### config.mk
export PLATFORM = sky130hd
export DESIGN_NAME = dram_strobe_edge
export DESIGN_NICKNAME = d
export VERILOG_FILES = /design/src/rtl/dram_strobe_edge.sv
export SDC_FILE = /design/constraint.sdc
export NUM_CORES = 1
export LEC_CHECK = 0
export BUFFER_PORTS_ARGS = -buffer_cell sky130_fd_sc_hd__buf_2
export CAP_MARGIN = 10
export CORE_AREA = 8 8 45 47
export DETAILED_ROUTE_END_ITERATION = 7
export DIE_AREA = 0 0 53 55
export SLEW_MARGIN = 30
export SYNTH_ARGS = -nofsm -noshare
export SYNTH_HDL_FRONTEND = slang
export SYNTH_SLANG_ARGS = --single-unit
### constraint.sdc
create_clock -name clk -period 0.8 [get_ports clk]
set_input_delay 0.08 -clock clk [delete_from_list [all_inputs] [get_ports clk]]
set_output_delay 0.08 -clock clk [all_outputs]
set_load 0.03 [all_outputs]
### src/rtl/dram_strobe_edge.sv
module dram_strobe_edge #(
    parameter int N = 4
) (
    input  logic         clk,
    input  logic         rst_n,
    input  logic [N-1:0] pin_n,
    output logic [N-1:0] lvl,
    output logic [N-1:0] fall,
    output logic [N-1:0] rise
);
    logic [N-1:0] s_q;
    logic [N-1:0] p_q;

    for (genvar i = 0; i < N; i++) begin : g_bit
        always_ff @(posedge clk or negedge rst_n) begin
            if (!rst_n) begin
                s_q[i] <= 1'b1;
                p_q[i] <= 1'b1;
            end else begin
                s_q[i] <= pin_n[i];
                p_q[i] <= s_q[i];
            end
        end
        assign lvl[i]  = s_q[i];
        assign fall[i] = p_q[i] & ~s_q[i];
        assign rise[i] = ~p_q[i] & s_q[i];
    end
endmodule

==> results.sh <==
export IMPL_start_util_pct=18.8
export IMPL_tightest_slew_ns=0.182
export IMPL_seq_power_share_pct=46.4
export IMPL_grt_pass1_wl_um=1080
export IMPL_dr_pass1_iters=1
export IMPL_worstPathMaxFanout=4
export IMPL_tritoncts="built"
export IMPL_hold_path_class="reg -> reg"
export IMPL_path_clk_slew_ns=0.06
export IMPL_tns_ns=-3.93
export IMPL_cellLeakagePower_nw=0.279
export IMPL_grt_pass1_vias=248
export IMPL_drv_cap=0
export IMPL_critPathRequiredTime_ns=0.72
export IMPL_drt_iter0_markers=0
export IMPL_ant_nets=0
export IMPL_seq_area_frac_synth_pct=80.8
export IMPL_start_kind="register"
export IMPL_pre_cts_slack_ns=-0.144
export IMPL_fmax_ghz=0.847
export IMPL_fin_cells=62
export IMPL_netlist_instances=16
export IMPL_syn_nets=22
export IMPL_grt_overflow=0
export IMPL_final_max_slew_viol_count=0
export IMPL_area_growth_pct=126
export IMPL_avgSynthCellArea_um2=16.3
export IMPL_crit_type="reg -> out"
export IMPL_fin_ws_ns=-0.380
export IMPL_antenna_found_initial=0
export IMPL_via_per_inst=3.69
export IMPL_fin_nets=54
export IMPL_num_fill_cells=133
export IMPL_die_width_um=53
export IMPL_relSlewSlack_pct=87.9
export IMPL_peakVddDrop_uv=1110
export IMPL_grt_max_degree=9
export IMPL_use_met2_pct=7.42
export IMPL_busiest_layer="met2"
export IMPL_ioPinCount=18
export IMPL_met1_usage_pct=5.74
export IMPL_die_area_mm2=0.00292
export IMPL_grt_util_met3_pct=6.42
export IMPL_multi_input_area_um2=95.1
export IMPL_die_y_um=55
export IMPL_totalWireLength_um=767
export IMPL_fin_crit_sh_pct=148
export IMPL_clockRootBuffer="clkbuf_4"
export IMPL_cts_sinks=8
export IMPL_cts_buffer_depth=2
export IMPL_drive_gt1_share_pct=89.1
export IMPL_hold_violations=0
export IMPL_ys_seq_elements=8
export IMPL_dp_hpwl_um=490
export IMPL_rsz0062_at_grt="true"
export IMPL_p_sw_share_pct=26.4
export IMPL_violations="setup timing"
export IMPL_final_common_cell="buf_6"
export IMPL_r2r_setup_slack_ns=0.17
export IMPL_grt_usage_pct=5.61
export IMPL_synth_warnings=0
export IMPL_whs_ns=0.391
export IMPL_core_area_mm2=0.00138
export IMPL_diodes=0
export IMPL_total_power_mw=0.999
export IMPL_synth_cell_types=2
export IMPL_syn_cell_area_um2=260
export IMPL_combPwrFrac_pct=23.0
export IMPL_final_cell_mix="buf_6, dfstp_2, buf_2"
export IMPL_status="finished with violations"
export IMPL_p_clk_share_pct=30.7
export IMPL_power_internal_mw=0.735
export IMPL_fin_skew_ns=0.00434
export IMPL_wl_per_cell_um=12.4
export IMPL_vias=229
export IMPL_seq_area_um2=210
export IMPL_setup_viol=12
export IMPL_endpoint_kind="output pin"
export IMPL_clock_insertion_delay_worst_skew_ns=0.25
export IMPL_h_tree_depth=1
export IMPL_layout_min_cycle_time_ns=1.18
export IMPL_dpl_cell_count=50
export IMPL_p_per_area_mw_per_mm2=1690
export IMPL_cts_buffers_inserted=3
export IMPL_place_port_buffers=17
export IMPL_p_sw_mw=0.264
export IMPL_gp_congestion=0.691
export IMPL_drc=0
export IMPL_arrival_ns=1.10
export IMPL_rows=14
## path summary, 6_finish.rpt
check | start | endpoint | cells after the start
hold / removal | lvl[3] | p_q[3] | 0
setup reg to reg | lvl[2] | p_q[2] | 0
setup / recovery | lvl[2] | rise[2] | 2
max in group asynchronous | rst_n | lvl[1] | 2
hold reg to reg | lvl[3] | p_q[3] | 0
min in group asynchronous | rst_n | p_q[2] | 2
## cell usage after synthesis, drive strengths merged
cell type / n / area share [%]
dfstp: 8 / 81
nor2b: 8 / 19
## layout make-up
cell class | instances | area share (%)
Timing Repair Buffer | 27 | 41.0
Clock buffer | 3 | 3.82
Multi-Input combinational cell | 8 | 16.1
Tap cell | 16 | 3.40
Sequential cell | 8 | 35.7
## per-stage QoR
stage               instance area [µm²]  utilization (%)
floorplan                           300                -
global placement                    413             29.8
detailed placement                  413             29.8
CTS                                 553             40.0
global route                        589             42.6
finish                              589             42.6
## layer usage
metal  vias up  share of wire (%)
li1        111                  -
met1       100                 38
met2        18                 43
met3         0                 18
met4         0                  0
met5         -                  0
## power by group through the flow
stage / Combinational [mW] / Clock [mW] / Sequential (mW)
finish: 0.229 / 0.306 / 0.463
global route: 0.242 / 0.349 / 0.468
CTS: 0.212 / 0.322 / 0.461
detailed placement: 0.151 / 0 / 0.470
global placement: 0.151 / 0 / 0.469
floorplan: 0.0734 / 0 / 0.491
## registers in the layout, summed over array words and instances, names as in the netlist
name and count:
lvl 4, p_q 4
## cell families after synthesis
logic type	count (synthesis)	synth area share [%]
flip-flops	8	80.8
AND/OR/NAND/NOR	8	19.2
## timing repair
action,4_1_cts,5_1_grt
hold buffers,5,0
setup endpoints to repair,12,12
buffers inserted,2,2
endpoints found under the hold margin,12,0
resized for setup,17,8
## critical path: stages, from the launching register on
cell and delay (ns):
dfstp_2 0.57, nor2b_4 0.15, buf_6 0.13
No activity file was read; power rests on OpenSTA's default activity.
